`src/rtl/pbus_dec_pkg.sv`:
```
package pbus_dec_pkg;
  localparam int ADDR_W    = 32;
  localparam int DATA_W    = 32;
  localparam int WIN_OFF_W = 28;
  localparam int NUM_TGT   = 5;
  localparam int IMS_OFF_W = 13;
  localparam int HC_OFF_W  = 12;

  // index order is decode priority: lower index wins
  typedef enum logic [2:0] {
    TGT_IMS  = 3'd0,
    TGT_HC   = 3'd1,
    TGT_IO   = 3'd2,
    TGT_FW   = 3'd3,
    TGT_MEM  = 3'd4,
    TGT_NONE = 3'd7
  } tgt_e;

  localparam logic [ADDR_W-1:0] TGT_BASE [NUM_TGT] = '{
    32'hC001_0000, 32'hC001_2000, 32'hD001_0000, 32'hF000_0000, 32'hE001_0000};
  localparam logic [ADDR_W-1:0] TGT_SIZE [NUM_TGT] = '{
    32'h0000_2000, 32'h0000_1000, 32'h0001_0000, 32'h1000_0000, 32'h1000_0000};

  localparam logic [1:0] SZ_WORD = 2'd2;

  // interrupt-master bank offsets
  localparam int IMS_STAT = 'h50;
  localparam int IMS_MASK = 'h54;
  localparam int IMS_POL  = 'h58;
  localparam int IMS_RAW  = 'h5C;

  // host-controller bank offsets
  localparam int HC_SEG    = 'h24;
  localparam int HC_RDSZ   = 'h28;
  localparam int HC_SIRQ   = 'h30;
  localparam int HC_MASK   = 'h34;
  localparam int HC_STAT   = 'h38;
  localparam int HC_ERRADR = 'h40;

  localparam logic [DATA_W-1:0] RDSZ_RST = 32'h0200_0000;

  function automatic logic [7:0] rd_bytes(input logic [2:0] code);
    case (code)
      3'd0:    return 8'd1;
      3'd1:    return 8'd2;
      3'd4:    return 8'd16;
      3'd7:    return 8'd128;
      default: return 8'd4;
    endcase
  endfunction

  function automatic logic [3:0] start_clks(input logic [1:0] code);
    case (code)
      2'd0:    return 4'd4;
      2'd1:    return 4'd6;
      default: return 4'd8;
    endcase
  endfunction
endpackage

```
`src/rtl/pbus_addr_decode.sv`:
```
module pbus_addr_decode
  import pbus_dec_pkg::*;
#(
  parameter int AW = ADDR_W,
  parameter int OW = WIN_OFF_W
) (
  input  logic [AW-1:0] addr_i,
  output tgt_e          tgt_o,
  output logic [OW-1:0] off_o
);
  logic [NUM_TGT-1:0] hit;
  logic [AW-1:0]      diff [NUM_TGT];

  for (genvar g = 0; g < NUM_TGT; g++) begin : g_rng
    assign diff[g] = addr_i - AW'(TGT_BASE[g]);
    assign hit[g]  = (addr_i >= AW'(TGT_BASE[g])) && (diff[g] < AW'(TGT_SIZE[g]));
  end

  always_comb begin
    tgt_o = TGT_NONE;
    off_o = '0;
    for (int i = NUM_TGT - 1; i >= 0; i--) begin
      if (hit[i]) begin
        tgt_o = tgt_e'(3'(i));
        off_o = diff[i][OW-1:0];
      end
    end
  end
endmodule

```
`src/rtl/pbus_ims_regs.sv`:
```
module pbus_ims_regs
  import pbus_dec_pkg::*;
#(
  parameter int DW = DATA_W,
  parameter int OW = IMS_OFF_W
) (
  input  logic          clk_i,
  input  logic          rst_ni,
  input  logic          wr_en_i,
  input  logic [OW-1:0] off_i,
  input  logic [DW-1:0] wdata_i,
  output logic [DW-1:0] rdata_o,
  input  logic [DW-1:0] lines_i,
  output logic          irq_o
);
  logic [DW-1:0] stat_q, mask_q, pol_q, raw_q;
  logic [DW-1:0] clr, set;

  assign set = raw_q ^ pol_q;
  assign clr = (wr_en_i && off_i == OW'(IMS_STAT)) ? wdata_i : '0;

  always_ff @(posedge clk_i or negedge rst_ni) begin
    if (!rst_ni) begin
      stat_q <= '0;
      mask_q <= '0;
      pol_q  <= '0;
      raw_q  <= '0;
    end else begin
      raw_q  <= lines_i;
      stat_q <= (stat_q & ~clr) | set;
      if (wr_en_i && off_i == OW'(IMS_MASK)) mask_q <= wdata_i;
      if (wr_en_i && off_i == OW'(IMS_POL))  pol_q  <= wdata_i;
    end
  end

  always_comb begin
    case (off_i)
      OW'(IMS_STAT): rdata_o = stat_q;
      OW'(IMS_MASK): rdata_o = mask_q;
      OW'(IMS_POL):  rdata_o = pol_q;
      OW'(IMS_RAW):  rdata_o = raw_q;
      default:       rdata_o = '1;
    endcase
  end

  assign irq_o = |(stat_q & mask_q);
endmodule

```
`src/rtl/pbus_hc_regs.sv`:
```
module pbus_hc_regs
  import pbus_dec_pkg::*;
#(
  parameter int DW = DATA_W,
  parameter int AW = ADDR_W,
  parameter int OW = HC_OFF_W
) (
  input  logic          clk_i,
  input  logic          rst_ni,
  input  logic          wr_en_i,
  input  logic [OW-1:0] off_i,
  input  logic [DW-1:0] wdata_i,
  output logic [DW-1:0] rdata_o,
  input  logic [DW-1:0] event_i,
  input  logic          err_cap_i,
  input  logic [AW-1:0] err_addr_i,
  output logic          irq_o,
  output logic [2:0]    rdsz_code_o,
  output logic          sirq_en_o,
  output logic          sirq_quiet_o,
  output logic [1:0]    sirq_start_o
);
  logic [DW-1:0] seg_q, rdsz_q, sirq_q, mask_q, stat_q;
  logic [AW-1:0] erradr_q;
  logic [DW-1:0] clr;

  assign clr = (wr_en_i && off_i == OW'(HC_STAT)) ? wdata_i : '0;

  always_ff @(posedge clk_i or negedge rst_ni) begin
    if (!rst_ni) begin
      seg_q    <= '0;
      rdsz_q   <= RDSZ_RST;
      sirq_q   <= '0;
      mask_q   <= '0;
      stat_q   <= '0;
      erradr_q <= '0;
    end else begin
      // set after clear: a same-cycle event survives
      stat_q <= (stat_q & ~clr) | event_i;
      if (err_cap_i) erradr_q <= err_addr_i;
      if (wr_en_i) begin
        case (off_i)
          OW'(HC_SEG):  seg_q  <= wdata_i;
          OW'(HC_RDSZ): rdsz_q <= wdata_i;
          OW'(HC_SIRQ): sirq_q <= wdata_i;
          OW'(HC_MASK): mask_q <= wdata_i;
          default: ;
        endcase
      end
    end
  end

  always_comb begin
    case (off_i)
      OW'(HC_SEG):    rdata_o = seg_q;
      OW'(HC_RDSZ):   rdata_o = rdsz_q;
      OW'(HC_SIRQ):   rdata_o = sirq_q;
      OW'(HC_MASK):   rdata_o = mask_q;
      OW'(HC_STAT):   rdata_o = stat_q;
      OW'(HC_ERRADR): rdata_o = DW'(erradr_q);
      default:        rdata_o = '1;
    endcase
  end

  assign irq_o        = |(stat_q & mask_q);
  assign rdsz_code_o  = rdsz_q[26:24];
  assign sirq_en_o    = sirq_q[31];
  assign sirq_quiet_o = sirq_q[30];
  assign sirq_start_o = sirq_q[25:24];
endmodule

```
`src/rtl/pbus_window_decoder.sv`:
```
module pbus_window_decoder
  import pbus_dec_pkg::*;
#(
  parameter int AW = ADDR_W,
  parameter int DW = DATA_W,
  parameter int OW = WIN_OFF_W
) (
  input  logic          clk_i,
  input  logic          rst_ni,
  input  logic          req_valid_i,
  input  logic          req_write_i,
  input  logic [AW-1:0] req_addr_i,
  input  logic [DW-1:0] req_wdata_i,
  input  logic [1:0]    req_size_i,
  output logic          rsp_valid_o,
  output logic          rsp_err_o,
  output logic [DW-1:0] rsp_rdata_o,
  output logic          win_valid_o,
  output logic          win_space_o,
  output logic          win_write_o,
  output logic [OW-1:0] win_offset_o,
  output logic [DW-1:0] win_wdata_o,
  output logic [1:0]    win_size_o,
  input  logic [DW-1:0] win_rdata_i,
  input  logic          win_err_i,
  input  logic [DW-1:0] irq_lines_i,
  input  logic [DW-1:0] hc_event_i,
  output logic          ims_irq_o,
  output logic          hc_irq_o,
  output logic [7:0]    fw_rd_bytes_o,
  output logic          serirq_en_o,
  output logic          serirq_quiet_o,
  output logic [3:0]    serirq_start_clks_o
);
  tgt_e          tgt;
  logic [OW-1:0] off;
  logic          is_win, is_bank, size_ok;
  logic          ims_wr, hc_wr;
  logic [DW-1:0] ims_rdata, hc_rdata;
  logic [2:0]    rdsz_code;
  logic [1:0]    sirq_start;
  logic          rsp_err_d;
  logic [DW-1:0] rsp_rdata_d;
  logic          rsp_valid_q, rsp_err_q;
  logic [DW-1:0] rsp_rdata_q;

  pbus_addr_decode #(.AW(AW), .OW(OW)) u_dec (
    .addr_i (req_addr_i),
    .tgt_o  (tgt),
    .off_o  (off)
  );

  assign is_win  = (tgt == TGT_IO) || (tgt == TGT_FW) || (tgt == TGT_MEM);
  assign is_bank = (tgt == TGT_IMS) || (tgt == TGT_HC);
  assign size_ok = (req_size_i == SZ_WORD);

  assign ims_wr = req_valid_i && req_write_i && size_ok && (tgt == TGT_IMS);
  assign hc_wr  = req_valid_i && req_write_i && size_ok && (tgt == TGT_HC);

  pbus_ims_regs #(.DW(DW), .OW(IMS_OFF_W)) u_ims (
    .clk_i   (clk_i),
    .rst_ni  (rst_ni),
    .wr_en_i (ims_wr),
    .off_i   (off[IMS_OFF_W-1:0]),
    .wdata_i (req_wdata_i),
    .rdata_o (ims_rdata),
    .lines_i (irq_lines_i),
    .irq_o   (ims_irq_o)
  );

  pbus_hc_regs #(.DW(DW), .AW(AW), .OW(HC_OFF_W)) u_hc (
    .clk_i        (clk_i),
    .rst_ni       (rst_ni),
    .wr_en_i      (hc_wr),
    .off_i        (off[HC_OFF_W-1:0]),
    .wdata_i      (req_wdata_i),
    .rdata_o      (hc_rdata),
    .event_i      (hc_event_i),
    .err_cap_i    (req_valid_i && (tgt == TGT_NONE)),
    .err_addr_i   (req_addr_i),
    .irq_o        (hc_irq_o),
    .rdsz_code_o  (rdsz_code),
    .sirq_en_o    (serirq_en_o),
    .sirq_quiet_o (serirq_quiet_o),
    .sirq_start_o (sirq_start)
  );

  assign fw_rd_bytes_o       = rd_bytes(rdsz_code);
  assign serirq_start_clks_o = start_clks(sirq_start);

  // window forwarding, combinational in the request cycle
  assign win_valid_o  = req_valid_i && is_win;
  assign win_space_o  = (tgt != TGT_IO);
  assign win_write_o  = req_write_i;
  assign win_offset_o = off;
  assign win_wdata_o  = req_wdata_i;
  assign win_size_o   = req_size_i;

  always_comb begin
    rsp_err_d   = 1'b1;
    rsp_rdata_d = '1;
    if (is_win) begin
      rsp_err_d   = win_err_i;
      rsp_rdata_d = win_err_i ? '1 : win_rdata_i;
    end else if (is_bank && size_ok) begin
      rsp_err_d   = 1'b0;
      rsp_rdata_d = (tgt == TGT_IMS) ? ims_rdata : hc_rdata;
    end
  end

  always_ff @(posedge clk_i or negedge rst_ni) begin
    if (!rst_ni) begin
      rsp_valid_q <= 1'b0;
      rsp_err_q   <= 1'b0;
      rsp_rdata_q <= '0;
    end else begin
      rsp_valid_q <= req_valid_i;
      if (req_valid_i) begin
        rsp_err_q   <= rsp_err_d;
        rsp_rdata_q <= rsp_rdata_d;
      end
    end
  end

  assign rsp_valid_o = rsp_valid_q;
  assign rsp_err_o   = rsp_err_q;
  assign rsp_rdata_o = rsp_rdata_q;
endmodule

```
`config.mk`:
```
export PLATFORM = sky130hd
export DESIGN_NAME = pbus_window_decoder
export DESIGN_NICKNAME = d
export VERILOG_FILES = /design/src/rtl/pbus_dec_pkg.sv /design/src/rtl/pbus_addr_decode.sv /design/src/rtl/pbus_ims_regs.sv /design/src/rtl/pbus_hc_regs.sv /design/src/rtl/pbus_window_decoder.sv
export SDC_FILE = /design/constraint.sdc
export NUM_CORES = 1
export LEC_CHECK = 0
export BUFFER_PORTS_ARGS = -buffer_cell sky130_fd_sc_hd__buf_2
export CORE_MARGIN = 4
export CORE_UTILIZATION = 30
export DETAILED_ROUTE_END_ITERATION = 12
export PLACE_DENSITY = 0.47
export RECOVER_POWER = 25
export SLEW_MARGIN = 20
export SYNTH_ARGS = -nofsm -noshare
export SYNTH_HDL_FRONTEND = slang
export SYNTH_SLANG_ARGS = --single-unit
```
`constraint.sdc`:
```
create_clock -name clk_i -period 7 [get_ports clk_i]
set_input_delay 1.4 -clock clk_i [delete_from_list [all_inputs] [get_ports clk_i]]
set_output_delay 1.4 -clock clk_i [all_outputs]
set_load 0.02 [all_outputs]
```
## Word-level counts from Yosys, hierarchy flattened

Cells that the tools add are included.

- Muxes and demuxes: 22
- Order comparisons: 10
- Bitwise logic cells: 9
- $add $sub $neg: 5
- Equal/unequal tests: 21
- Reduce and logical (&&, ||, !) cells: 28

Operator list:

| cell | count |
|---|---|
| two-way mux 32 bit | 6 |
| case mux 32 bit (6 select lines) | 1 |
| greater-or-equal comparator 32 bit (second input constant) | 5 |
| subtractor 32 bit (second input constant) | 5 |
| two-way mux 28 bit | 5 |
| bitwise AND 32 bit | 4 |
| case mux 32 bit (4 select lines) | 1 |
| < comparator 32 x 29 -> 1 bit (second input constant) | 2 |
| inverter 32 bit | 2 |
| bitwise OR 32 bit | 2 |
| OR reduction 32 bit | 2 |
| == test 12 x 6 -> 1 bit (second input constant) | 5 |
| == test 13 x 7 -> 1 bit (second input constant) | 4 |
| < comparator 32 x 13 -> 1 bit (second input constant) | 1 |
| < comparator 32 x 14 -> 1 bit (second input constant) | 1 |
| < comparator 32 x 17 -> 1 bit (second input constant) | 1 |
| case mux 8 bit (4 select lines) | 1 |
| XOR 32 bit | 1 |
| logical AND 1 bit | 16 |
| == test 12 x 7 -> 1 bit (second input constant) | 1 |
| == test 3 bit (second input constant) | 4 |
| two-way mux 3 bit | 4 |
| case mux 4 bit (2 select lines) | 1 |
| AND reduction 2 bit | 4 |
| other kinds (10) | 16 |

- Register bits: 354
- Output and inout port bits: 115
- Input port bits: 167
- Logic and storage cells: 108

## Longest topological paths before layout

Gate-level depths: netlist of the first run.

- Word-level depth: 15
- Gate-level depth with buffers: 15
- Gate-level depth less buffers: 11

## By module

A second synthesis of the first run with hierarchy kept.

- Cells, all modules: 1,692
- Area total of the unflattened synthesis: 19,476.2 um^2

By module, submodules not included:

| module | sequential area each (um^2) | area an instance (um^2) | instances | cells each |
|---|---|---|---|---|
| pbus_hc_regs | 4,805.9 | 9,208.8 | 1 | 722 |
| pbus_ims_regs | 3,203.1 | 6,014.5 | 1 | 438 |
| pbus_window_decoder | 850.8 | 3,081.7 | 1 | 357 |
| pbus_addr_decode | 0.0 | 1,171.1 | 1 | 175 |

## Worst setup path after synthesis of the first run

Ideal clock, no wire load.

- Path kind: input port to output port
- Start point: input port req_addr_i[20]
- End point: output port win_offset_o[23]
- Cell stages on the path: 10
- Slack: 1,169 ps
- Data required time: 5,600 ps
- Path buffers: 4
- Arrival time: 4,431 ps
- Cells stage by stage: buf_2 -> or4_4 -> or3_1 -> buf_2 -> or4_4 -> o221ai_1 -> o22ai_2 -> buf_2 -> buf_2 -> o41ai_1

- Longest elaborated chain between the ends: 8
- Elaborated cells between the ends (all ways): 25
- Classes of those cells: 5 x add/sub; 10 x order compare; 5 x mux; 5 x reduce/logical

Ends and longest elaborated chain:

| what | line | RTL |
|---|---|---|
| start, declared | pbus_window_decoder.sv:12 | `input logic [AW-1:0] req_addr_i,` |
| subtractor 32 bit | pbus_addr_decode.sv:15 | `assign diff[g] = addr_i - AW'(TGT_BASE[g]);` |
| < comparator 32 x 29 -> 1 bit | pbus_addr_decode.sv:16 | `assign hit[g] = (addr_i >= AW'(TGT_BASE[g])) && (diff[g] < AW'(TGT_SIZE[g]));` |
| logical AND 1 bit | pbus_addr_decode.sv:16 |  |
| two-way mux 28 bit (4 in series) | pbus_addr_decode.sv:23 | `if (hit[i]) begin` |
| two-way mux 28 bit (*) | pbus_addr_decode.sv:23 |  |
| end, declared | pbus_window_decoder.sv:21 | `output logic [OW-1:0] win_offset_o,` |

Mark *: on every way between the ends. The rest lies on a longest branch, timed or not.

## Worst setup path in the final report of the first run

- Start point: input port req_addr_i[17]
- End point: output port win_offset_o[27]

Same word-level chain as after synthesis.

==> results of run 1 <==
[cells in the final DEF (no fill, tap or decap), types with 12 or more instances in the layout]
cell / n
and2_1: 12
mux2_4: 30
clkbuf_1: 14
nor3_1: 12
nand2b_1: 12
nor2_1: 64
buf_4: 32
a21o_1: 65
a21oi_1: 67
a22o_1: 17
nand2_1: 110
mux2i_1: 36
inv_1: 12
a22oi_1: 63
mux2_2: 198
clkbuf_16: 43
o221ai_1: 16
nand3_1: 57
nor2b_1: 14
buf_2: 274
o21ai_0: 70
a31oi_1: 18
xor2_1: 35
dfrtp_1: 353
a222oi_1: 30
[metrics by stage]
| step | hold slack [ps] | worst slack (ps) | instances | utilization |
|---|---|---|---|---|
| 3_5_place_dp | 471.0 | 924.3 | 2556 | 0.3366 |
| 4_1_cts | 497.1 | 909.9 | 2634 | 0.3601 |
| 3_3_place_gp | 474.2 | 989.8 | 2556 | 0.3366 |
| 6_report | 494.8 | 887.9 | 2634 | 0.3601 |
| 2_1_floorplan | 449.7 | 1169 | 1632 | - |
| 5_1_grt | 505.2 | 547.9 | 2634 | 0.3601 |
[state kept, by name, summed over array words and instances (netlist names)]
| signal | flops |
|---|---|
| u_ims.mask_q | 32 |
| u_hc.mask_q | 32 |
| u_hc.erradr_q | 32 |
| u_hc.rdsz_q | 32 |
| u_hc.stat_q | 32 |
| u_hc.seg_q | 32 |
| rsp_rdata_o | 32 |
| u_ims.pol_q | 32 |
| rsp_err_o | 1 |
| u_ims.raw_q | 32 |
| u_ims.stat_q | 32 |
| rsp_valid_o | 1 |
| u_hc.sirq_q | 32 |
[cell type report]
class                   instances  share of cell area
well taps                     773             0.04517
multi-input cells            1106              0.3959
flip-flops and latches        354              0.4138
repair buffers                311             0.07766
inverters                      12            0.002104
clock inverters                12            0.005960
clock buffers                  66             0.05943
[worst max path at each step]
| stage | start | slack [ps] | end | cells after the start |
|---|---|---|---|---|
| after floorplan | req_addr_i[20] | 1170 | win_offset_o[23] | 10 |
| after global placement | req_addr_i[17] | 990 | win_offset_o[27] | 12 |
| after detailed placement | req_addr_i[17] | 920 | win_offset_o[27] | 12 |
| after CTS | req_addr_i[17] | 910 | win_offset_o[27] | 12 |
| after global routing | rst_ni | 550 | u_ims.mask_q[12] | 1 |
| final | req_addr_i[17] | 890 | win_offset_o[27] | 12 |
[cells in the mapped netlist, types with 9 or more instances]
cell type	count
xor2_1	35
nor3_1	13
inv_1	12
nand2_1	110
nor2b_1	15
and2_1	12
o211a_1	10
a22oi_1	63
nand2b_1	12
nand3_1	57
dfrtp_1	353
buf_2	30
o21ai_0	70
buf_1	9
mux2_2	198
mux2_4	30
o221ai_1	16
a21oi_1	67
a211o_1	11
a21o_1	65
a22o_1	17
a222oi_1	30
o22ai_1	9
clkbuf_1	68
and3_1	9
buf_4	46
a31oi_1	18
nor2_1	65
mux2i_1	36
[critical path, stage by stage]
cell	delay [ps]
buf_2	160
inv_1	170
ha_1	260
nor3b_1	420
nand2_1	310
xnor2_1	230
nor4_4	490
o21a_4	250
nand2b_1	420
o31ai_1	140
a21boi_0	240
buf_2	210
[logic make-up after synthesis]
logic type | count (synthesis)
AO/OA/AOI/OAI | 445
flip-flops | 354
AND/OR/NAND/NOR | 349
multiplexers | 265
buffers and inverters | 172
XOR/XNOR | 39
adder cells (fa/ha/maj) | 4
other | 1
[metal layers]
layer	up-vias	share of wire	GRT usage
li1	6427	-	-
met1	7492	0.44	0.3120
met2	590	0.45	0.3511
met3	96	0.079	0.05762
met4	4	0.029	0.06285
met5	-	0.00045	0
[power breakdown]
| part | switching, W | internal [W] | leakage [nW] |
|---|---|---|---|
| Clock | 0.000939 | 0.00129 | 0.688 |
| Combinational | 0.000298 | 0.000128 | 4.55 |
| Sequential | 0.0000408 | 0.00209 | 4.33 |
| Total | 0.00128 | 0.00351 | 9.57 |
==> impl_metrics.toml, run 1 <==
[outcome]
status = "complete, but fails checks"
violations = "max-capacitance violations, max-slew violations"

[drt]
routed_wl_um = 74730
drt_iter0_markers = 1261
vias = 14610
wire_per_inst_um = 28.37
vias_per_cell = 5.546
drt_first_pass_iters = 7
drc = 0
ant_nets = 0

[logic_synthesis]
synth_warnings = 0
synth_area_leader_cell = "dfrtp_1"
yosys.area_share.xor_xnor = 0.01878
yosysTopAreaCellShare = 0.4856
synth_seq_cells = 354
ys.flop_type = "dfrtp_1"
avgSynthCellArea_um2 = 11.17
synth_edf_count = 0
synth_top_family_by_area = "compound AO/OA/AOI/OAI gates"
yosys.area_share.adder = 0.002751
yosys.area_share.simple = 0.09726
synth_compound_area_frac = 0.1769
synth_cell_types = 81
synthArstFlopShare = 1.000
netlist_instances = 1629
synth_area_um2 = 18190
yosysSeqAreaShare = 0.4871
synthMuxAreaShare = 0.1678
synthTopCellsByArea = "dfrtp_1, mux2_2, a21o_1"

[final_layout]
diodes = 0
finalInstanceArea_um2 = 21410
num-fill-cells = 6062
area_growth_pct = 17.71
seq_area_um2 = 8860
multiInputGateArea_um2 = 8477
final_nets = 1999
drive_above_1_share = 0.3434

[setup_path]
cp.required_ps = 5600
start_kind = "primary input"
crit_arrival_ps = 4710
setup.worst_path.end_class = "output port"
timing.rr.end = "rsp_rdata_o[17]"
r2r_slack_ps = 4800
ff2ff_path_depth = 6
r2r-start = "u_hc.stat_q[17]"
crit_fanout = 9
path_class = "in -> out"

[floorplan]
die_y_um = 254.2
row_count = 89
core_area_um2 = 59460
ios = 282
die_x_um = 254.2
start_util = 0.3059
die_area_um2 = 64640

[hold_path]
min_path_type = "reg -> reg"
holdPathStages = 2
holdPathEnd = "rsp_rdata_o[19]"
min-delay-start = "rsp_rdata_o[19]"

[power_and_ir_drop]
leakagePower_nw = 9.572
total_power_w = 0.004790
power_density_nw_per_um2 = 223.7
ir_drop_mv = 0.1659

[clock_tree]
h-tree-depth = 2
cts_inserted_buffers = 43
clk_pin_slew_ps = 60
cts_resized = 0
ctsHoldBuffers = 0
cts_tree = "done"
clockRootBuffer = "clkbuf_16"
clockBufferDepth = 3
cts.sinks = 354
postCtsSetupRepairBufs = 0
clkLatencyLatePin_ps = 590

[global_route]
antenna_found_initial = 5
grt_max_degree = 132
grt_pass1_wl_um = 106100
first_global_vias = 14670
grt_usage = 0.2250
grt_overflow = 0

[placed_design]
place_congestion = 0.8274
dp_hpwl_um = 53070
port_buffers = 277
placed_area_um2 = 20010

[sta]
max_freq_mhz = 163.6
finalHoldViolCount = 0
worst_pin_slew_ps = 5019
finalCriticalPeriod_ps = 6112
setup_viol = 0
drv_slew = 135
clock_skew_ps = 19.13
rsz0062_at_grt = "no"
fin_crit_sh = 0.8732
finalSetupTns_ps = 0
slew_headroom = -2.346

[flow_run]
drv_cap = 2
Power figures use the tool's default switching activity.
==> run 2, diff against run 1 <==
--- a/config.mk
+++ b/config.mk
@@ -9,9 +9,10 @@
 export CORE_MARGIN = 4
 export CORE_UTILIZATION = 30
 export DETAILED_ROUTE_END_ITERATION = 12
-export PLACE_DENSITY = 0.47
+export PLACE_DENSITY = 0.46
 export RECOVER_POWER = 25
 export SLEW_MARGIN = 20
 export SYNTH_ARGS = -nofsm -noshare
 export SYNTH_HDL_FRONTEND = slang
+export SYNTH_HIERARCHICAL = 1
 export SYNTH_SLANG_ARGS = --single-unit
==> impl_metrics.toml, run 2 <==
[outcome]
status = "complete, but fails checks"
violations = "max-capacitance violations, max-slew violations"

[sta]
drv_slew = 123
fin_crit_sh = 0.8524
max_freq_mhz = 167.6
slew_headroom = -2.398
setup_viol = 0
finalHoldViolCount = 0
clock_skew_ps = 24.75
finalSetupTns_ps = 0
rsz0062_at_grt = "no"
finalCriticalPeriod_ps = 5967
worst_pin_slew_ps = 5097

[clock_tree]
cts_resized = 0
h-tree-depth = 2
cts_inserted_buffers = 43
cts_tree = "done"
ctsHoldBuffers = 0
clockBufferDepth = 3
clockRootBuffer = "clkbuf_16"
postCtsSetupRepairBufs = 0
clk_pin_slew_ps = 60
clkLatencyLatePin_ps = 580
cts.sinks = 354

[logic_synthesis]
netlist_instances = 1692
yosysSeqAreaShare = 0.4549
yosysTopAreaCellShare = 0.4536
synthArstFlopShare = 1.000
synth_edf_count = 0
synth_top_family_by_area = "multiplexers"
yosys-top-cells-count = "dfrtp_1, mux2_2, nand2_1"
synth_area_leader_cell = "dfrtp_1"
synth_compound_area_frac = 0.1434
synth_most_common_cell = "dfrtp_1"
avgSynthCellArea_um2 = 11.51
yosys.area_share.simple = 0.1213
synth_seq_cells = 354
synth_area_um2 = 19480
yosys.area_share.adder = 0.003212
synthMuxAreaShare = 0.2069
synth_warnings = 6
yosys.area_share.xor_xnor = 0.004047
synthTopCellsByArea = "dfrtp_1, mux2_2, mux4_2"
synth_cell_types = 75
ys.flop_type = "dfrtp_1"

[setup_path]
path_class = "in -> out"
cp-endpoint = "win_offset_o[2]"
cp.required_ps = 5600
setup.worst_path.end_class = "output port"
critPathSlowestCell = "or4_4"
crit_fanout = 17
cpMostUsedCell = "buf_2"
start_kind = "primary input"
crit_path_max_incr_delay_ps = 570
ff2ff_path_depth = 5
critPathTopFamily = "simple AND/OR/NAND/NOR gates"
r2r_slack_ps = 5150
cp-startpoint = "req_addr_i[17]"
worstPathBufferInverterCount = 4
r2r-start = "u_ims/stat_q[17]"
crit_chain = "buf_2 -> inv_1 -> ha_1 -> o21bai_1 -> a211oi_1 -> a21oi_1 -> or4_4 -> a31oi_4 -> nor4_4 -> buf_4 -> nor2b_4 -> buf_2"
timing.rr.end = "rsp_rdata_o[17]"
crit_arrival_ps = 4570
cp.depth = 12

[global_route]
antenna_found_initial = 4
grt_max_degree = 123
grt_util_met3 = 0.04026
first_global_vias = 15070
grt_most_used_layer = "met2"
grt_overflow = 0
met1_usage = 0.2979
use_met2 = 0.3414
grt_pass1_wl_um = 109300
grt_usage = 0.2111

[floorplan]
die_x_um = 262.8
ios = 282
die_area_um2 = 69060
die_y_um = 262.8
core_area_um2 = 64350
start_util = 0.3027
row_count = 93

[drt]
drt_first_pass_iters = 6
wire_per_inst_um = 27.13
vias_per_cell = 5.383
vias = 14990
ant_nets = 0
drc = 0
routed_wl_um = 75540
drt_iter0_markers = 1458

[power_and_ir_drop]
intPower_w = 0.003716
leakagePower_nw = 10.10
total_power_w = 0.004954
power_density_nw_per_um2 = 216.5
p_sw_w = 0.001239
pwr-share-comb = 0.087
switching_share = 0.2500
p_clk_frac = 0.486
sequentialPowerShare = 0.427
ir_drop_mv = 0.1485

[placed_design]
port_buffers = 277
dp_hpwl_um = 54160
place_congestion = 0.8955

[final_layout]
area_growth_pct = 17.47
multiInputGateArea_um2 = 9397
drive_above_1_share = 0.3876
final_common_cell = "dfrtp_1"
final_nets = 2067
final_cell_mix = "dfrtp_1, buf_2, mux2_2"
num-fill-cells = 6436
seq_area_um2 = 8860

[hold_path]
min_path_type = "reg -> reg"
min-delay-start = "u_hc/rdsz_q[27]"

[flow_run]
drv_cap = 2
## run 2: cell families (layout without fill, tap and decap cells)
logic type      Yosys count  in the layout
mux                     321            321
compound gates          345            345
fa+ha+maj                 5              5
simple gates            416            416
xor+xnor                  9              9
flops                   354            354
other cells               1              6
buf+inv                 241            473
## run 2: how the worst min path moves through the flow
stage                            to  cells after the start  slack [ps]
global placement    u_hc/rdsz_q[27]                      1         470
CTS                 u_hc/rdsz_q[27]                      1         490
finish              u_hc/rdsz_q[27]                      1         480
global route        u_hc/rdsz_q[20]                      1         510
detailed placement  u_hc/rdsz_q[27]                      1         470
floorplan           u_hc/rdsz_q[15]                      1         460
## run 2: per-stage QoR
step / hold WS, ps / area (µm²) / setup slack [ps] / utilization / std cells
6_report: 484.2 / 22880 / 1033 / 0.3556 / 2784
3_3_place_gp: 469.4 / 21370 / 817.9 / 0.3321 / 2705
2_1_floorplan: 457.4 / 19490 / 1058 / - / 1695
4_1_cts: 487.0 / 22880 / 1062 / 0.3556 / 2782
3_5_place_dp: 474.3 / 21370 / 771.8 / 0.3321 / 2705
5_1_grt: 506.7 / 22870 / 417.4 / 0.3555 / 2782
## run 2: layout make-up
cell class / count / share of cell area
well taps: 855 / 0.04676
clock buffers: 58 / 0.05387
inverters: 76 / 0.01247
clock inverters: 19 / 0.01241
diodes: 2 / 0.0002187
repair buffers: 320 / 0.07634
flip-flops and latches: 354 / 0.3872
multi-input cells: 1100 / 0.4107
## run 2: power groups by stage
stage	sequential (W)	combinational, W	clock [W]
2_1_floorplan	0.00214	0.000218	0
3_3_place_gp	0.00215	0.000434	0
3_5_place_dp	0.00215	0.000434	0
4_1_cts	0.00211	0.000435	0.00248
5_1_grt	0.00212	0.000466	0.00256
6_report	0.00211	0.000430	0.00241
## run 2: per-layer routing
metal | share of wire | vias to the layer above
li1 | - | 6609
met1 | 0.45 | 7779
met2 | 0.47 | 529
met3 | 0.066 | 70
met4 | 0.018 | 0
met5 | 0 | -
